--- config.mk ---
export PLATFORM = sky130hd
export DESIGN_NAME = pstr_top
export DESIGN_NICKNAME = d
export VERILOG_FILES = /design/src/rtl/pstr_pkg.sv /design/src/rtl/pstr_tick_timer.sv /design/src/rtl/pstr_cycle_ctr.sv /design/src/rtl/pstr_fsm.sv /design/src/rtl/pstr_top.sv
export SDC_FILE = /design/constraint.sdc
export NUM_CORES = 1
export LEC_CHECK = 0
export BUFFER_PORTS_ARGS = -buffer_cell sky130_fd_sc_hd__buf_2
export CAP_MARGIN = 20
export CORE_MARGIN = 1
export CORE_UTILIZATION = 35
export DETAILED_ROUTE_END_ITERATION = 10
export GPL_TIMING_DRIVEN = 0
export PLACE_DENSITY = 0.53
export SYNTH_ARGS = -nofsm -noshare
export SYNTH_HDL_FRONTEND = slang
export SYNTH_HIERARCHICAL = 1
export SYNTH_SLANG_ARGS = --single-unit
--- constraint.sdc ---
create_clock -name clk -period 3.3 [get_ports clk]
set_clock_uncertainty 0.05 [all_clocks]
set_input_delay 0 -clock clk [delete_from_list [all_inputs] [get_ports clk]]
set_output_delay 0 -clock clk [all_outputs]
set_load 0.05 [all_outputs]
--- src/rtl/pstr_pkg.sv ---
// Shared types for the pulse stretcher.
// Assumes: nothing beyond IEEE 1800-2017.
package pstr_pkg;
    typedef enum logic [2:0] {
        ST_IDLE   = 3'd0,
        ST_DRAIN  = 3'd1,
        ST_WATCH  = 3'd2,
        ST_REPLAY = 3'd3,
        ST_GAP    = 3'd4
    } pstr_state_e;
endpackage

--- src/rtl/pstr_tick_timer.sv ---
// Saturating tick counter, used both to measure an interval and to replay it.
// Assumes: clr has priority over inc; the count stays at all-ones once there.
module pstr_tick_timer #(
    parameter int W = 16
) (
    input  logic         clk,
    input  logic         rst_n,
    input  logic         clr,
    input  logic         inc,
    output logic [W-1:0] cnt,
    output logic         sat
);
    assign sat = &cnt;

    // Clear, or count up until saturation.
    always_ff @(posedge clk) begin
        if (!rst_n)          cnt <= '0;
        else if (clr)        cnt <= '0;
        else if (inc && !sat) cnt <= cnt + 1'b1;
    end

    // a saturated count holds until it is cleared.
    p_sat_hold_r9: assert property (@(posedge clk) disable iff (!rst_n)
        (sat && !clr) |=> sat);
endmodule

--- src/rtl/pstr_cycle_ctr.sv ---
// Counts interval cycles completed in the current pulse (measured plus replayed).
// Assumes: the controller stops incrementing when TOTAL is reached.
module pstr_cycle_ctr #(
    parameter int TOTAL = 1024,
    parameter int CW    = $clog2(TOTAL + 1)
) (
    input  logic          clk,
    input  logic          rst_n,
    input  logic          clr,
    input  logic          inc,
    output logic [CW-1:0] cnt
);
    // Clear on restart, step once per finished cycle.
    always_ff @(posedge clk) begin
        if (!rst_n)   cnt <= '0;
        else if (clr) cnt <= '0;
        else if (inc) cnt <= cnt + 1'b1;
    end

    // the total never runs past TOTAL cycles.
    p_cyc_bound_r1: assert property (@(posedge clk) disable iff (!rst_n)
        cnt <= CW'(TOTAL));
endmodule

--- src/rtl/pstr_fsm.sv ---
// Sequencer: discharge, watch the comparator, decide whether measurement has
// settled, then replay the kept count until the cycle total is reached.
// Assumes: rise is a one-clock trigger strobe; timer and cycle counter are
// the sibling modules driven from the strobes produced here.
module pstr_fsm
    import pstr_pkg::*;
#(
    parameter int TOTAL      = 1024,
    parameter int MAX_MEAS   = 12,
    parameter int DRAIN_CLKS = 2,
    parameter int W          = 16,
    parameter int CW         = $clog2(TOTAL + 1)
) (
    input  logic          clk,
    input  logic          rst_n,
    input  logic          rise,
    input  logic          cmp_i,
    input  logic [W-1:0]  tmr_cnt,
    input  logic          tmr_sat,
    input  logic [CW-1:0] cyc_cnt,
    output pstr_state_e   state,
    output logic          tmr_clr,
    output logic          tmr_inc,
    output logic          cyc_clr,
    output logic          cyc_inc
);
    localparam int DW = $clog2(DRAIN_CLKS + 1);
    localparam logic [CW-1:0] LAST_MEAS = CW'(MAX_MEAS - 1);
    localparam logic [CW-1:0] LAST_CYC  = CW'(TOTAL - 1);
    localparam logic [DW-1:0] DRAIN_END = DW'(DRAIN_CLKS - 1);

    pstr_state_e   nxt;
    logic [DW-1:0] dcnt;
    logic [W-1:0]  prev, saved, diff;
    logic          have_prev, meas_end, meas_last, close, rep_end;

    // Distance between this count and the previous one.
    always_comb diff = (tmr_cnt >= prev) ? (tmr_cnt - prev) : (prev - tmr_cnt);

    // Decisions at the end of a measurement or replay cycle.
    always_comb begin
        meas_end  = (state == ST_WATCH) && (cmp_i || tmr_sat);
        close     = have_prev && (diff <= W'(1));
        meas_last = close || tmr_sat || (cyc_cnt == LAST_MEAS);
        rep_end   = (state == ST_REPLAY) && (tmr_cnt == saved - 1'b1);
    end

    // Next state and counter strobes.
    always_comb begin
        nxt     = state;
        tmr_clr = 1'b0;
        tmr_inc = 1'b0;
        cyc_clr = 1'b0;
        cyc_inc = 1'b0;
        if (rise) begin
            nxt     = ST_DRAIN;
            tmr_clr = 1'b1;
            cyc_clr = 1'b1;
        end else begin
            case (state)
                ST_DRAIN: begin
                    tmr_clr = 1'b1;
                    if (dcnt == DRAIN_END) nxt = ST_WATCH;
                end
                ST_WATCH: begin
                    if (meas_end) begin
                        tmr_clr = 1'b1;
                        cyc_inc = 1'b1;
                        nxt     = meas_last ? ST_REPLAY : ST_DRAIN;
                    end else begin
                        tmr_inc = 1'b1;
                    end
                end
                ST_REPLAY: begin
                    if (rep_end) begin
                        tmr_clr = 1'b1;
                        cyc_inc = 1'b1;
                        if (cyc_cnt == LAST_CYC) nxt = ST_GAP;
                    end else begin
                        tmr_inc = 1'b1;
                    end
                end
                ST_GAP:  nxt = ST_IDLE;
                default: nxt = state;
            endcase
        end
    end

    // State, discharge length counter, previous and kept counts.
    always_ff @(posedge clk) begin
        if (!rst_n) begin
            state     <= ST_IDLE;
            dcnt      <= '0;
            prev      <= '0;
            saved     <= W'(1);
            have_prev <= 1'b0;
        end else begin
            state <= nxt;
            dcnt  <= (state == ST_DRAIN && !rise) ? dcnt + 1'b1 : '0;
            if (rise) begin
                have_prev <= 1'b0;
            end else if (meas_end) begin
                prev      <= tmr_cnt;
                have_prev <= 1'b1;
                if (meas_last) saved <= (tmr_cnt == '0) ? W'(1) : tmr_cnt;
            end
        end
    end

    // a trigger edge restarts at cycle 0 with a discharge.
    p_restart_r7: assert property (@(posedge clk) disable iff (!rst_n)
        rise |=> (state == ST_DRAIN) && (cyc_cnt == '0));
    // measurement never runs beyond MAX_MEAS cycles.
    p_meas_cap_r2: assert property (@(posedge clk) disable iff (!rst_n)
        (state == ST_WATCH) |-> (cyc_cnt < CW'(MAX_MEAS)));
    // the replayed length is never zero.
    p_saved_nonzero_r8: assert property (@(posedge clk) disable iff (!rst_n)
        (state == ST_REPLAY) |-> (saved != '0));
    // the end gap is reached only after TOTAL cycles.
    p_total_done_r1: assert property (@(posedge clk) disable iff (!rst_n)
        (state == ST_GAP) |-> (cyc_cnt == CW'(TOTAL)));
    // the end gap lasts a single clock.
    p_gap_single_r10: assert property (@(posedge clk) disable iff (!rst_n)
        (state == ST_GAP) |=> (state != ST_GAP));
endmodule

--- src/rtl/pstr_top.sv ---
// Retriggerable 1024x pulse stretcher: measures an external interval in a few
// cycles, then replays the kept count digitally up to 1024 total cycles.
// Assumes: cmp_i is already synchronous to clk; trig_i is sampled once a clock.
module pstr_top
    import pstr_pkg::*;
#(
    parameter int TOTAL      = 1024,
    parameter int MAX_MEAS   = 12,
    parameter int DRAIN_CLKS = 2,
    parameter int W          = 16
) (
    input  logic clk,
    input  logic rst_n,
    input  logic trig_i,
    input  logic cmp_i,
    output logic discharge_o,
    output logic cmp_en_o,
    output logic pulse_o
);
    localparam int CW = $clog2(TOTAL + 1);

    pstr_state_e   state;
    logic          trig_q, rise;
    logic          tmr_clr, tmr_inc, tmr_sat, cyc_clr, cyc_inc;
    logic [W-1:0]  tmr_cnt;
    logic [CW-1:0] cyc_cnt;

    // Remember last trigger level for edge detection.
    always_ff @(posedge clk) begin
        if (!rst_n) trig_q <= 1'b0;
        else        trig_q <= trig_i;
    end
    assign rise = trig_i & ~trig_q;

    pstr_fsm #(.TOTAL(TOTAL), .MAX_MEAS(MAX_MEAS), .DRAIN_CLKS(DRAIN_CLKS),
               .W(W), .CW(CW)) u_fsm (
        .clk(clk), .rst_n(rst_n), .rise(rise), .cmp_i(cmp_i),
        .tmr_cnt(tmr_cnt), .tmr_sat(tmr_sat), .cyc_cnt(cyc_cnt),
        .state(state), .tmr_clr(tmr_clr), .tmr_inc(tmr_inc),
        .cyc_clr(cyc_clr), .cyc_inc(cyc_inc));

    pstr_tick_timer #(.W(W)) u_tmr (
        .clk(clk), .rst_n(rst_n), .clr(tmr_clr), .inc(tmr_inc),
        .cnt(tmr_cnt), .sat(tmr_sat));

    pstr_cycle_ctr #(.TOTAL(TOTAL), .CW(CW)) u_cyc (
        .clk(clk), .rst_n(rst_n), .clr(cyc_clr), .inc(cyc_inc), .cnt(cyc_cnt));

    assign discharge_o = (state == ST_DRAIN);
    assign cmp_en_o    = (state == ST_DRAIN) || (state == ST_WATCH);
    assign pulse_o     = (state == ST_DRAIN) || (state == ST_WATCH) ||
                         (state == ST_REPLAY);

    // the comparator is never enabled while replaying past measurement.
    p_cmp_off_r4: assert property (@(posedge clk) disable iff (!rst_n)
        (pulse_o && !cmp_en_o) |=> (!cmp_en_o || $past(rise) || !pulse_o || discharge_o));
endmodule

=== Word-level counts from Yosys, hierarchy flattened ===
Cells that the tools add are included.

* Register bits: 66
* Bits of input ports: 4
* Output and inout port bits: 3
* Logic and storage cells: 81

* $add $sub $neg: 6
* $lt $le $gt $ge: 2
* Equal/unequal tests: 16
* Multiplexer cells: 20
* Bitwise gates (word level): 4
* Reductions and logical operators: 24

{| class="wikitable"
|+ Operators with widths
! cell !! count
|-
| 16-bit two-way mux || 2
|-
| 16-bit subtractor || 2
|-
| 16-bit by 1-bit adder with 16-bit output (second input constant) || 1
|-
| 16-bit == test || 1
|-
| 16-bit greater-or-equal comparator || 1
|-
| 16-bit by 1-bit <= comparator with 1-bit output (second input constant) || 1
|-
| 16-bit zero test || 1
|-
| 16-bit AND reduction || 1
|-
| 16-bit by 1-bit subtractor with 16-bit output (second input constant) || 1
|-
| 3-bit two-way mux || 4
|-
| 3-bit by 1-bit != test with 1-bit output (second input constant) || 4
|-
| 3-bit one-hot mux with 4 select lines || 1
|-
| 11-bit by 1-bit adder with 11-bit output (second input constant) || 1
|-
| 11-bit by 10-bit == test with 1-bit output (second input constant) || 1
|-
| 11-bit by 4-bit == test with 1-bit output (second input constant) || 1
|-
| 5-bit AND reduction || 2
|-
| 1-bit two-way mux || 9
|-
| 2-bit by 1-bit != test with 1-bit output (second input constant) || 4
|-
| 3-bit by 2-bit == test with 1-bit output (second input constant) || 2
|-
| 2-bit OR reduction || 3
|-
| 1-bit logical AND || 5
|-
| 1-bit logical OR || 5
|-
| 5-bit nonzero test || 1
|-
| 1-bit one-hot mux with 2 select lines || 2
|-
| 12 further kinds || 16
|}

=== Logic depth before layout (Yosys ltp) ===
* Depth in word-level cells: 10
* Gate-level depth with buffers: 15
* Depth with buffers taken out: 15

=== Cells and area by module ===
Netlist, hierarchy kept.

{| class="wikitable"
|+ Modules (own cells, without submodules)
! module !! times used !! cells each !! area an instance (µm²) !! seq. area each (µm²)
|-
| pstr_fsm || 1 || 536 || 3,950.0 || 760.7
|-
| pstr_tick_timer || 1 || 100 || 853.3 || 320.3
|-
| pstr_cycle_ctr || 1 || 54 || 496.7 || 220.2
|-
| pstr_top || 1 || 8 || 60.1 || 20.0
|}

=== Worst setup path before layout ===
OpenSTA, ideal clock, no wires.

* Path kind: flip-flop to flip-flop
* Start: register u_fsm.saved[2]
* End: register u_cyc.cnt[10]
* Library setup time: 0.070 ns
* Arrival: 3.501 ns
* Required time: 3.180 ns
* Slack: -0.321 ns
* Stages on the path, launching flop included: 13
* Path buffers: 1
* Clock period less this slack: 3.621 ns
* Path through: dfxtp_1 > or4_1 > buf_6 > o31a_1 > or4_4 > o211ai_2 > nand4_2 > a211oi_4 > a31oi_1 > nor2_1 > nand4_2 > or4_1 > a21oi_1

* Longest elaborated chain between the ends: 6

{| class="wikitable"
|+ Ends and longest elaborated chain
! element !! line !! source
|-
| start, declared || pstr_fsm.sv:34 || <nowiki>logic [W-1:0] prev, saved, diff;</nowiki>
|-
| start signal, assigned || pstr_fsm.sv:105 || <nowiki>if (meas_last) saved <= (tmr_cnt == '0) ? W'(1) : tmr_cnt;</nowiki>
|-
| 16-bit by 1-bit subtractor with 16-bit output || pstr_fsm.sv:45 || <nowiki>rep_end = (state == ST_REPLAY) && (tmr_cnt == saved - 1'b1);</nowiki>
|-
| 16-bit == test || pstr_fsm.sv:45 ||
|-
| 1-bit logical AND || pstr_fsm.sv:45 ||
|-
| 1-bit two-way mux || pstr_fsm.sv:75 || <nowiki>if (rep_end) begin</nowiki>
|-
| 1-bit one-hot mux with 2 select lines || pstr_fsm.sv:60 || <nowiki>case (state)</nowiki>
|-
| 1-bit two-way mux || pstr_fsm.sv:55 || <nowiki>if (rise) begin</nowiki>
|-
| net cyc_inc || pstr_top.sv:24 || <nowiki>logic tmr_clr, tmr_inc, tmr_sat, cyc_clr, cyc_inc;</nowiki>
|-
| end signal, assigned || pstr_cycle_ctr.sv:17 || <nowiki>else if (inc) cnt <= cnt + 1'b1;</nowiki>
|-
| end, declared || pstr_cycle_ctr.sv:11 || <nowiki>output logic [CW-1:0] cnt</nowiki>
|}

The timed path passes the listed nets, and every way through them passes these cells.
A chain may end at the register's enable or synchronous reset.

=== Final worst setup path ===
* Start: register u_fsm.saved[3]
* End: register u_cyc.cnt[5]

The elaborated chain is that of the path after synthesis.

==> flow_metrics.tcl <==
set metrics [dict create \
    antenna-diode-count 0 \
    syn_inst 698 \
    final_util_pct 46.2 \
    outcome "finished, violations left" \
    clock_path_buffers 2 \
    wl_per_cell_um 17.0 \
    clock_tree.root_cell "clkbuf_16" \
    finalMaxSlewViolations 0 \
    die_area_um2 15800 \
    syn2layout_area_growth_pct 27.2 \
    avgViaCountPerCell 5.61 \
    powerDensity_nw_per_um2 272 \
    startpoint "u_fsm/saved[3]" \
    routabilityCongestion 0.843 \
    place_inst 889 \
    cts_max_level 3 \
    nNetsFinal 798 \
    period_share_pct 105 \
    finalCriticalPeriod_ns 3.46 \
    tightest_slew_ns 0.680 \
    synth_area_per_cell_um2 7.68 \
    cts_tree "yes" \
    worst-endpoint-arrival_ns 3.68 \
    routed_wl_um 16100 \
    pin_count 7 \
    layout-drive-gt1-share_pct 23.7 \
    ir_drop_mv 0.232 \
    grt_setup_unrepaired "yes" \
    grt_pass1_wl_um 25700 \
    synth.distinct_cells 68 \
    via_count 5299 \
    hp-class "in -> reg" \
    port_buffers 6 \
    worstSetupEndpointType "register" \
    clk_pin_slew_worst_paths_ns 0.06 \
    synthArstFlopShare_pct 0 \
    power_leakage_uw 0.00252 \
    clkLatencyLatePin_ns 0.33 \
    route.detailed.drc 0 \
    initial_core_util_pct 36.3 \
    cap_violations 0 \
    cp_max_fo 5 \
    cts-buffers-inserted 9 \
    final_cells 945 \
    start_kind "register" \
    min-delay-start "rst_n" \
    grt_usage_pct 20.2 \
    hold_viol_final 0 \
    antenna_found_initial 0 \
    synth_area_um2 5360 \
    die_w_um 126 \
    slew_headroom_pct 54.2 \
    finalSetupViolCount 27 \
    reg2reg_from "u_fsm/saved[3]" \
    max_freq_ghz 0.289 \
    synth_fp_nets 739 \
    violations "setup timing" \
    yosysWarningCount 6 \
    criticalPathCategory "reg -> reg" \
    drt-initial-drc-count 432 \
    die_y_um 126 \
    hpwlAfterDp_um 11100 \
    final_antenna_net_count 0 \
    fin_ws_ns -0.156 \
    yosysSeqAreaShare_pct 24.6 \
    required_ns 3.52 \
    dr.pass1.iters 5 \
    overflow 0 \
    fp.coreArea_um2 14800 \
    yosys_most_used_dff "dfxtp_1" \
    grt_pass1_vias 5100 \
    cts_sinks 66 \
    grt_max_degree 14 \
    synth-edff-count 0 \
    ys_ff_latch 66 \
    rows 44 \
]
## worst max-delay path, cell delays in order, from the launching register on
cell      delay [ns]
dfxtp_4         0.34
or4_4           0.56
o31a_1          0.32
or4_4           0.42
o211ai_2        0.09
nand4_2         0.14
a211oi_4        0.34
a31oi_1         0.15
nor2_2          0.12
buf_6           0.13
nand4_4         0.15
or4_4           0.46
a21oi_2         0.13
## worst paths after layout
check,end,slack (ns),cells after the start
max,u_cyc/cnt[5],-0.16,12
min,u_tmr/cnt[5],0.02,3
max reg2reg,u_cyc/cnt[5],-0.16,12
min reg2reg,u_fsm/dcnt[0],0.38,1
## cell type report
| cell class | count | area (um^2) |
|---|---|---|
| Fill cell | 1470 | 7940 |
| Multi-Input combinational cell | 549 | 4140 |
| Sequential cell | 66 | 1380 |
| Timing Repair Buffer | 53 | 430 |
| Clock buffer | 10 | 239 |
| Tap cell | 184 | 230 |
| Inverter | 54 | 206 |
| Buffer | 24 | 138 |
| Clock inverter | 5 | 55.1 |
## timing repair
item,in CTS,in global routing
hold endpoints to repair,1,0
gates resized for setup,86,52
setup buffers,28,17
cloned,0,2
hold buffers,1,0
pin swaps,24,23
setup endpoints to repair,41,46
## cells in the mapped netlist, drive strengths merged (11+ instances only)
library cell / n / share of area (%)
nor3: 15 / 1.4
nand4: 18 / 2.8
inv: 54 / 3.8
a21o: 14 / 2.0
o211ai: 11 / 1.6
clkbuf: 25 / 1.8
or3: 11 / 1.3
nor2: 30 / 2.1
or4: 11 / 1.6
a21boi: 19 / 2.7
o21ai: 32 / 3.1
nand2b: 11 / 1.3
a21oi: 50 / 4.7
nor4: 18 / 2.5
ha: 35 / 8.2
xnor2: 21 / 3.4
dfxtp: 66 / 25
nand2: 96 / 6.7
mux2i: 22 / 4.1
xor2: 20 / 3.3
nand3: 19 / 1.9
## power breakdown
part / switching (uW) / internal, uW
clock network: 353 / 598
registers: 4.35 / 790
logic: 71.9 / 33.8
## layer usage
metal | up-vias | GRT usage (%) | share of wire, %
li1 | 2637 | - | -
met1 | 2532 | 26.7 | 49
met2 | 109 | 33.8 | 46
met3 | 21 | 2.25 | 3.1
met4 | 0 | 7.58 | 2.0
met5 | - | 0 | 0
## placed cells by master, fill, tap and decap left out, drive strengths merged, types with 14 or more instances in the layout
master	n
buf	55
o21ai	32
xor2	20
nand2	96
a21o	14
a21boi	19
dfxtp	66
clkbuf	31
inv	53
a21oi	50
nor2	30
xnor2	21
mux2i	22
nand4	18
nor3	15
nor4	18
ha	35
nand3	20
## per-stage QoR
stage / setup slack (ns) / cell area, um^2 / hold WS [ns] / setup TNS (ns) / power, uW
after floorplan: -0.161 / 5390 / 0.0717 / -0.294 / 885
after global placement: -1.04 / 5650 / 0.169 / -23.19 / 909
after detailed placement: -0.953 / 5650 / 0.172 / -21.85 / 910
after CTS: -0.113 / 6460 / 0.000139 / -1.57 / 1870
after global routing: -0.235 / 6820 / 0.0210 / -5.12 / 1910
final: -0.156 / 6820 / 0.0227 / -1.63 / 1850
## sequential cells by signal, summed over array words and instances (netlist names)
signal	cells
trig_q	1
u_fsm/state	3
u_cyc/cnt	11
u_fsm/prev	16
u_tmr/cnt	16
u_fsm/saved	16
u_fsm/dcnt	2
u_fsm/have_prev	1
## kinds of logic after synthesis
family	Yosys count	synth area share, %
multiplexers	23	4.32
buffers and inverters	84	6.26
AND/OR/NAND/NOR	263	26.1
XOR/XNOR	41	6.70
AO/OA/AOI/OAI	184	23.1
adder cells (fa/ha/maj)	37	8.92
flip-flops	66	24.6
Note: power is estimated with default switching activity, not from simulation.
